[src/rtl/imac_pkg.sv]
package imac_pkg;
    localparam int FR_W  = 82;
    localparam int SIG_W = 64;
    localparam int EXP_W = 17;
    localparam int PROD_W = 2 * SIG_W;

    localparam logic [EXP_W-1:0] EXP_INTEGER = 17'h1003E;
    localparam logic [EXP_W-1:0] EXP_NOTHING = 17'h1FFFE;

    typedef logic [FR_W-1:0]   freg_t;
    typedef logic [SIG_W-1:0]  sig_t;
    typedef logic [PROD_W-1:0] wide_t;

    typedef enum logic [1:0] {
        S_IDLE = 2'd0,
        S_MULT = 2'd1,
        S_FIX  = 2'd2,
        S_OUT  = 2'd3
    } ctrl_state_t;

    localparam freg_t NOTHING_WORD = {1'b0, EXP_NOTHING, {SIG_W{1'b0}}};

    function automatic freg_t make_integer(input sig_t value);
        return {1'b0, EXP_INTEGER, value};
    endfunction
endpackage

[src/rtl/imac_operand_split.sv]
module imac_operand_split
    import imac_pkg::*;
(
    input  freg_t word_i,
    output sig_t  sig_o,
    output logic  nothing_o
);
    // Only the significand feeds the arithmetic. The full word is compared for the marker.
    always_comb begin
        sig_o     = word_i[SIG_W-1:0];
        nothing_o = (word_i == NOTHING_WORD);
    end
endmodule

[src/rtl/imac_ctrl.sv]
module imac_ctrl
    import imac_pkg::*;
#(
    parameter int STEPS = 16
) (
    input  logic clk,
    input  logic rst_n,
    input  logic in_valid,
    output logic in_ready,
    output logic load,
    output logic step_en,
    output logic fix_en,
    output logic out_valid
);
    localparam int STEP_W = (STEPS > 1) ? $clog2(STEPS) : 1;
    localparam logic [STEP_W-1:0] LAST_STEP = STEP_W'(STEPS - 1);

    ctrl_state_t state_q, state_d;
    logic [STEP_W-1:0] step_q;

    // State register and step counter
    always_ff @(posedge clk or negedge rst_n) begin
        if (!rst_n) begin
            state_q <= S_IDLE;
            step_q  <= '0;
        end else begin
            state_q <= state_d;
            if (state_q == S_MULT) step_q <= step_q + 1'b1;
            else                   step_q <= '0;
        end
    end

    // Next state
    always_comb begin
        state_d = state_q;
        unique case (state_q)
            S_IDLE: if (in_valid)           state_d = S_MULT;
            S_MULT: if (step_q == LAST_STEP) state_d = S_FIX;
            S_FIX:                          state_d = S_OUT;
            S_OUT:                          state_d = S_IDLE;
            default:                        state_d = S_IDLE;
        endcase
    end

    // Outputs
    always_comb begin
        in_ready  = (state_q == S_IDLE);
        load      = (state_q == S_IDLE) && in_valid;
        step_en   = (state_q == S_MULT);
        fix_en    = (state_q == S_FIX);
        out_valid = (state_q == S_OUT);
    end


    busy_after_accept_chk: assert property (@(posedge clk) disable iff (!rst_n)
        (in_valid && in_ready) |=> !in_ready);


    single_pulse_chk: assert property (@(posedge clk) disable iff (!rst_n)
        out_valid |=> (!out_valid && in_ready));


    fix_then_out_chk: assert property (@(posedge clk) disable iff (!rst_n)
        fix_en |=> out_valid);
endmodule

[src/rtl/imac_digit_mult.sv]
module imac_digit_mult
    import imac_pkg::*;
#(
    parameter int DIGIT_BITS = 4
) (
    input  logic  clk,
    input  logic  rst_n,
    input  logic  load,
    input  logic  step_en,
    input  sig_t  mcand_i,
    input  sig_t  mplier_i,
    output wide_t acc_o
);
    wide_t acc_q;
    wide_t mcand_q;
    sig_t  mplier_q;
    wide_t digit_ext;

    always_comb digit_ext = {{(PROD_W-DIGIT_BITS){1'b0}}, mplier_q[DIGIT_BITS-1:0]};

    always_ff @(posedge clk or negedge rst_n) begin
        if (!rst_n) begin
            acc_q    <= '0;
            mcand_q  <= '0;
            mplier_q <= '0;
        end else if (load) begin
            acc_q    <= '0;
            mcand_q  <= {{SIG_W{1'b0}}, mcand_i};
            mplier_q <= mplier_i;
        end else if (step_en) begin
            acc_q    <= acc_q + mcand_q * digit_ext;
            mcand_q  <= mcand_q << DIGIT_BITS;
            mplier_q <= mplier_q >> DIGIT_BITS;
        end
    end

    always_comb acc_o = acc_q;


    load_clear_chk: assert property (@(posedge clk) disable iff (!rst_n)
        load |=> (acc_o == '0));
endmodule

[src/rtl/imac_unit.sv]
module imac_unit
    import imac_pkg::*;
#(
    parameter int DIGIT_BITS = 4
) (
    input  logic        clk,
    input  logic        rst_n,
    input  logic        in_valid,
    output logic        in_ready,
    input  logic [81:0] src_a,
    input  logic [81:0] src_b,
    input  logic [81:0] src_c,
    input  logic        signed_mode,
    input  logic        high_half,
    output logic        out_valid,
    output logic [81:0] out_data
);
    localparam int STEPS = SIG_W / DIGIT_BITS;

    freg_t srcs [3];
    sig_t  sigs [3];
    logic  nothing [3];

    always_comb begin
        srcs[0] = src_a;
        srcs[1] = src_b;
        srcs[2] = src_c;
    end

    for (genvar i = 0; i < 3; i++) begin : g_split
        imac_operand_split u_split (
            .word_i    (srcs[i]),
            .sig_o     (sigs[i]),
            .nothing_o (nothing[i])
        );
    end

    logic load, step_en, fix_en;

    imac_ctrl #(.STEPS(STEPS)) u_ctrl (
        .clk       (clk),
        .rst_n     (rst_n),
        .in_valid  (in_valid),
        .in_ready  (in_ready),
        .load      (load),
        .step_en   (step_en),
        .fix_en    (fix_en),
        .out_valid (out_valid)
    );

    wide_t acc;

    imac_digit_mult #(.DIGIT_BITS(DIGIT_BITS)) u_mult (
        .clk      (clk),
        .rst_n    (rst_n),
        .load     (load),
        .step_en  (step_en),
        .mcand_i  (sigs[0]),
        .mplier_i (sigs[1]),
        .acc_o    (acc)
    );

    // Captured operation attributes
    sig_t  op_a_q, op_b_q, op_c_q;
    logic  sgn_q, hi_q, nat_q;
    freg_t out_q;

    always_ff @(posedge clk or negedge rst_n) begin
        if (!rst_n) begin
            op_a_q <= '0;
            op_b_q <= '0;
            op_c_q <= '0;
            sgn_q  <= 1'b0;
            hi_q   <= 1'b0;
            nat_q  <= 1'b0;
        end else if (load) begin
            op_a_q <= sigs[0];
            op_b_q <= sigs[1];
            op_c_q <= sigs[2];
            sgn_q  <= signed_mode;
            hi_q   <= high_half;
            nat_q  <= nothing[0] | nothing[1] | nothing[2];
        end
    end

    // Sign correction: subtract 2^64 times the other operand for each negative multiplicand.
    wide_t corr_a, corr_b, final_sum;
    sig_t  half_sel;

    always_comb begin
        corr_a    = (sgn_q && op_a_q[SIG_W-1]) ? {op_b_q, {SIG_W{1'b0}}} : '0;
        corr_b    = (sgn_q && op_b_q[SIG_W-1]) ? {op_a_q, {SIG_W{1'b0}}} : '0;
        final_sum = acc - corr_a - corr_b + {{SIG_W{1'b0}}, op_c_q};
        half_sel  = hi_q ? final_sum[PROD_W-1:SIG_W] : final_sum[SIG_W-1:0];
    end

    always_ff @(posedge clk or negedge rst_n) begin
        if (!rst_n)      out_q <= '0;
        else if (fix_en) out_q <= nat_q ? NOTHING_WORD : make_integer(half_sel);
    end

    always_comb out_data = out_q;


    canonical_header_chk: assert property (@(posedge clk) disable iff (!rst_n)
        (out_valid && !nat_q) |-> (out_data[81:64] == {1'b0, EXP_INTEGER}));


    nothing_out_chk: assert property (@(posedge clk) disable iff (!rst_n)
        (out_valid && nat_q) |-> (out_data == NOTHING_WORD));


    reset_idle_chk: assert property (@(posedge clk) disable iff (!rst_n)
        $rose(rst_n) |-> (in_ready && !out_valid));
endmodule

[config.mk]
export PLATFORM = sky130hd
export DESIGN_NAME = imac_unit
export DESIGN_NICKNAME = d
export VERILOG_FILES = /design/src/rtl/imac_pkg.sv /design/src/rtl/imac_operand_split.sv /design/src/rtl/imac_ctrl.sv /design/src/rtl/imac_digit_mult.sv /design/src/rtl/imac_unit.sv
export SDC_FILE = /design/constraint.sdc
export NUM_CORES = 2
export LEC_CHECK = 0
export ABC_AREA = 0
export BUFFER_PORTS_ARGS = -buffer_cell sky130_fd_sc_hd__buf_4
export CORE_MARGIN = 3
export CORE_UTILIZATION = 55
export CTS_BUF_LIST = sky130_fd_sc_hd__clkbuf_4 sky130_fd_sc_hd__clkbuf_8
export DETAILED_ROUTE_END_ITERATION = 6
export HOLD_SLACK_MARGIN = 0.15
export PLACE_DENSITY = 0.73
export SLEW_MARGIN = 40
export SYNTH_ARGS = -nofsm -noshare
export SYNTH_HDL_FRONTEND = slang
export SYNTH_SLANG_ARGS = --single-unit
[constraint.sdc]
create_clock -name clk -period 12.5 [get_ports clk]
set_input_delay 1.25 -clock clk [delete_from_list [all_inputs] [get_ports clk]]
set_output_delay 1.25 -clock clk [all_outputs]
set_load 0.01 [all_outputs]
==> flow_summary.json <==
{
  "critPathArrivalTime_ns": 8.16,
  "cts_root_buffer": "clkbuf_8",
  "status": "complete, but fails checks",
  "fin_crit_ns": 7.53,
  "yosysSeqAreaShare_pct": 25.4,
  "post_cts_buffers": 0,
  "ant_nets": 0,
  "rsz0062_at_grt": "false",
  "reg2reg_depth": 21,
  "row_count": 118,
  "wire_per_inst_um": 26.2,
  "max_freq_mhz": 133,
  "gr-total-overflow": 0,
  "hold_viol": 0,
  "vias": 51600,
  "min_path_type": "input pin to async pin",
  "grt_pass1_vias": 49400,
  "synth_area_um2": 57700,
  "drtPass1Iterations": 7,
  "dp_hpwl_um": 180000,
  "synthMuxAreaShare_pct": 4.42,
  "finalMaxSlewViolations": 0,
  "slowest_delay_ns": 0.76,
  "gr-max-usage-layer": "met2",
  "start_util_pct": 55.6,
  "place_area_um2": 61000,
  "synth.largest_area_cell": "dfrtp_1",
  "clkSinkCount": 587,
  "clock_latency_ns": 0.82,
  "synth-seq-cells": 587,
  "cts_hold_buf": 0,
  "synthCells": 6924,
  "fin_nets": 8118,
  "tightest_slew_ns": 0.975,
  "synth_top_family_by_area": "adder cells",
  "cts_made_buffers": 107,
  "synthAdderAreaFrac_pct": 23.6,
  "layout-drive-gt1-share_pct": 8.74,
  "grtUsageMet2_pct": 58.0,
  "htreeDepth": 3,
  "fin_worst_skew_ns": 0.0518,
  "gr-usage-all-layers_pct": 40.5,
  "ys_top_cells_by_area": "dfrtp_1 (25%), fa_1 (15%), ha_1 (8.4%), inv_1 (6.2%), nand2_1 (6.0%)",
  "cts_tree": "done",
  "setup_viol": 0,
  "violations": "design-rule violations",
  "cts_buffer_depth": 3,
  "finalCoreUtilization_pct": 61.3,
  "worstPathRequired_ns": 13.13,
  "synth.avg_cell_area_um2": 8.34,
  "drt_iter0_drc": 5650,
  "grt_pass1_wl_um": 326000,
  "synth_warnings": 0,
  "grt_antenna_before_repair": 14,
  "drc_errors": 1,
  "worstPathCellList": "buf_4 -> buf_4 -> and2_1 -> fa_1 -> fa_1 -> inv_1 -> fa_1 -> inv_1 -> ha_1 -> nand2_1 -> nor3_1 -> nand4_1 -> a2111oi_0 -> o21ai_0 -> nand3_1 -> a31oi_1 -> a2111oi_1 -> o22ai_1 -> o21ai_1 -> xnor2_1 -> a21oi_1",
  "die_h_um": 330,
  "critPathCaptureType": "flop",
  "yosys.area_share.simple_pct": 19.1,
  "critPathLaunchType": "flop",
  "placed_cells": 8310,
  "die_w_um": 330,
  "slew_headroom_pct": 34.4,
  "grt_max_degree": 215,
  "finalWeightedCongestion": 1.03,
  "final_cells": 8511,
  "synth_edf_count": 0,
  "tns_ns": 0,
  "cts_resized": 0,
  "numPortBuffers": 332,
  "criticalPathCategory": "flop to flop",
  "drt_wl_total_um": 223000,
  "io_pins": 335,
  "synth_xor_area_share_pct": 3.69,
  "synth-compound-area-share_pct": 15.1,
  "fillers": 9360,
  "cp_max_fo": 75,
  "maxCapViolCount": 0,
  "critPathSlowestCell": "a2111oi_1",
  "yosysUniqueCellTypes": 89,
  "fin_area_um2": 63600,
  "area_delta_synth_final_pct": 10.2,
  "async_flop_share_pct": 100,
  "clk_pin_slew_ns": 0.07,
  "coreArea_um2": 104000,
  "final.period_utilization_pct": 60.3,
  "design.die.area_um2": 109000,
  "met3_usage_pct": 10.8,
  "routed_via_density": 6.06,
  "grtUsageMet1_pct": 58.0,
  "cpMostUsedCell": "fa_1",
  "synth.top_cell.area_share_pct": 25.4,
  "ys.flop_type": "dfrtp_1"
}
## sequential cells by signal, summed over array words and instances, names as in the netlist
signal and cells:
nat_q 1, u_ctrl.state_q 2, hi_q 1, sgn_q 1
u_mult.mcand_q 128, op_c_q 64, op_a_q 64, op_b_q 64
u_ctrl.step_q 4, u_mult.acc_o 128, out_data 66, u_mult.mplier_q 64
## cells in the mapped netlist, types with 19 or more instances
library cell  count
xor2_1           78
o221ai_1         37
and3_1           84
o21ai_0         435
o31ai_1          19
o21bai_1         87
inv_1           961
xnor2_1         165
a21o_1          120
dfrtp_1         587
o21a_1           33
a221oi_1         19
a21oi_1         424
ha_1            386
nand2_1         918
nand4_1         137
o21ai_1          33
mux2i_1         251
nor2b_1          20
nand3_1          43
nor3_1           74
clkbuf_1        322
and2_1          496
a31oi_1          26
nor4_1           61
a21boi_0         19
nand2b_1         19
fa_1            439
nor2_1          349
a221o_1          30
buf_1            20
## through the flow
step / hold WS (ns) / worst slack (ns)
after floorplan: 0.425 / 6.94
after global placement: 0.449 / 5.26
after detailed placement: 0.458 / 5.23
after CTS: 0.381 / 5.18
after global routing: 0.399 / 4.75
final: 0.340 / 4.97
## layer usage
layer	vias up	share of wire [%]
met4	10	5.1
met1	25400	43
met2	2600	41
met3	427	11
li1	23100	-
met5	-	0.029
## worst paths after layout
kind	start	end	slack, ns
setup / recovery	u_mult.mplier_q[3]$_DFFE_PN0P_	u_mult.acc_o[122]$_DFFE_PN0P_	4.97
hold / removal	rst_n	op_c_q[18]$_DFFE_PN0P_	0.34
setup reg to reg	u_mult.mplier_q[3]$_DFFE_PN0P_	u_mult.acc_o[122]$_DFFE_PN0P_	4.97
hold reg to reg	u_ctrl.step_q[0]$_DFF_PN0_	u_ctrl.step_q[0]$_DFF_PN0_	0.47
max in group asynchronous	rst_n	u_mult.acc_o[71]$_DFFE_PN0P_	10.09
min in group clk	u_ctrl.step_q[0]$_DFF_PN0_	u_ctrl.step_q[0]$_DFF_PN0_	0.47
## critical path, delay by kind of cell (launching register included)
| kind | cells | cell delay [ns] |
|---|---|---|
| compound gates | 7 | 2.37 |
| simple gates | 5 | 1.36 |
| buf+inv | 4 | 1.20 |
| fa+ha+maj | 4 | 1.84 |
| flops | 1 | 0.35 |
| xor+xnor | 1 | 0.14 |
## cell type report
type / count / area [µm²] / area share (%)
well taps: 1380 / 1730 / 2.71
multi-input cells: 5013 / 38100 / 59.9
inverters: 963 / 3610 / 5.68
flip-flops and latches: 587 / 14700 / 23.1
diodes: 3 / 7.51 / 0.0118
repair buffers: 370 / 2930 / 4.60
clock inverters: 34 / 459 / 0.722
clock buffers: 161 / 2090 / 3.29
## cell families (layout without fill, tap and decap cells)
group	after synthesis	in the layout
xor+xnor	243	243
simple gates	2275	2275
flops	587	587
fa+ha+maj	825	825
mux	254	254
compound gates	1414	1414
other cells	1	5
buf+inv	1325	1528
## layout by cell type, fill, tap and decap left out, types with 20 or more instances in the layout
| master | synthesis | layout |
|---|---|---|
| clkbuf_4 | 0 | 20 |
| nor2_1 | 349 | 346 |
| ha_1 | 386 | 385 |
| inv_1 | 961 | 961 |
| xnor2_1 | 165 | 161 |
| o21ai_0 | 435 | 435 |
| nand3_1 | 43 | 43 |
| and3_1 | 84 | 84 |
| dfrtp_1 | 587 | 582 |
| o21ai_1 | 33 | 33 |
| a221o_1 | 30 | 30 |
| clkbuf_8 | 0 | 141 |
| nor3_1 | 74 | 74 |
| a31oi_1 | 26 | 26 |
| mux2i_1 | 251 | 251 |
| o21a_1 | 33 | 33 |
| nor4_1 | 61 | 60 |
| nand4_1 | 137 | 137 |
| o21bai_1 | 87 | 87 |
| o221ai_1 | 37 | 37 |
| nand2_1 | 918 | 916 |
| and2_1 | 496 | 495 |
| a21oi_1 | 424 | 424 |
| nor2b_1 | 20 | 20 |
| fa_1 | 439 | 439 |
| a21o_1 | 120 | 120 |
| buf_4 | 16 | 352 |
| xor2_1 | 78 | 78 |
Power is left out: the tool's default activity adds up to more than one toggle a clock period on the data nets, which glitch-free logic cannot reach.
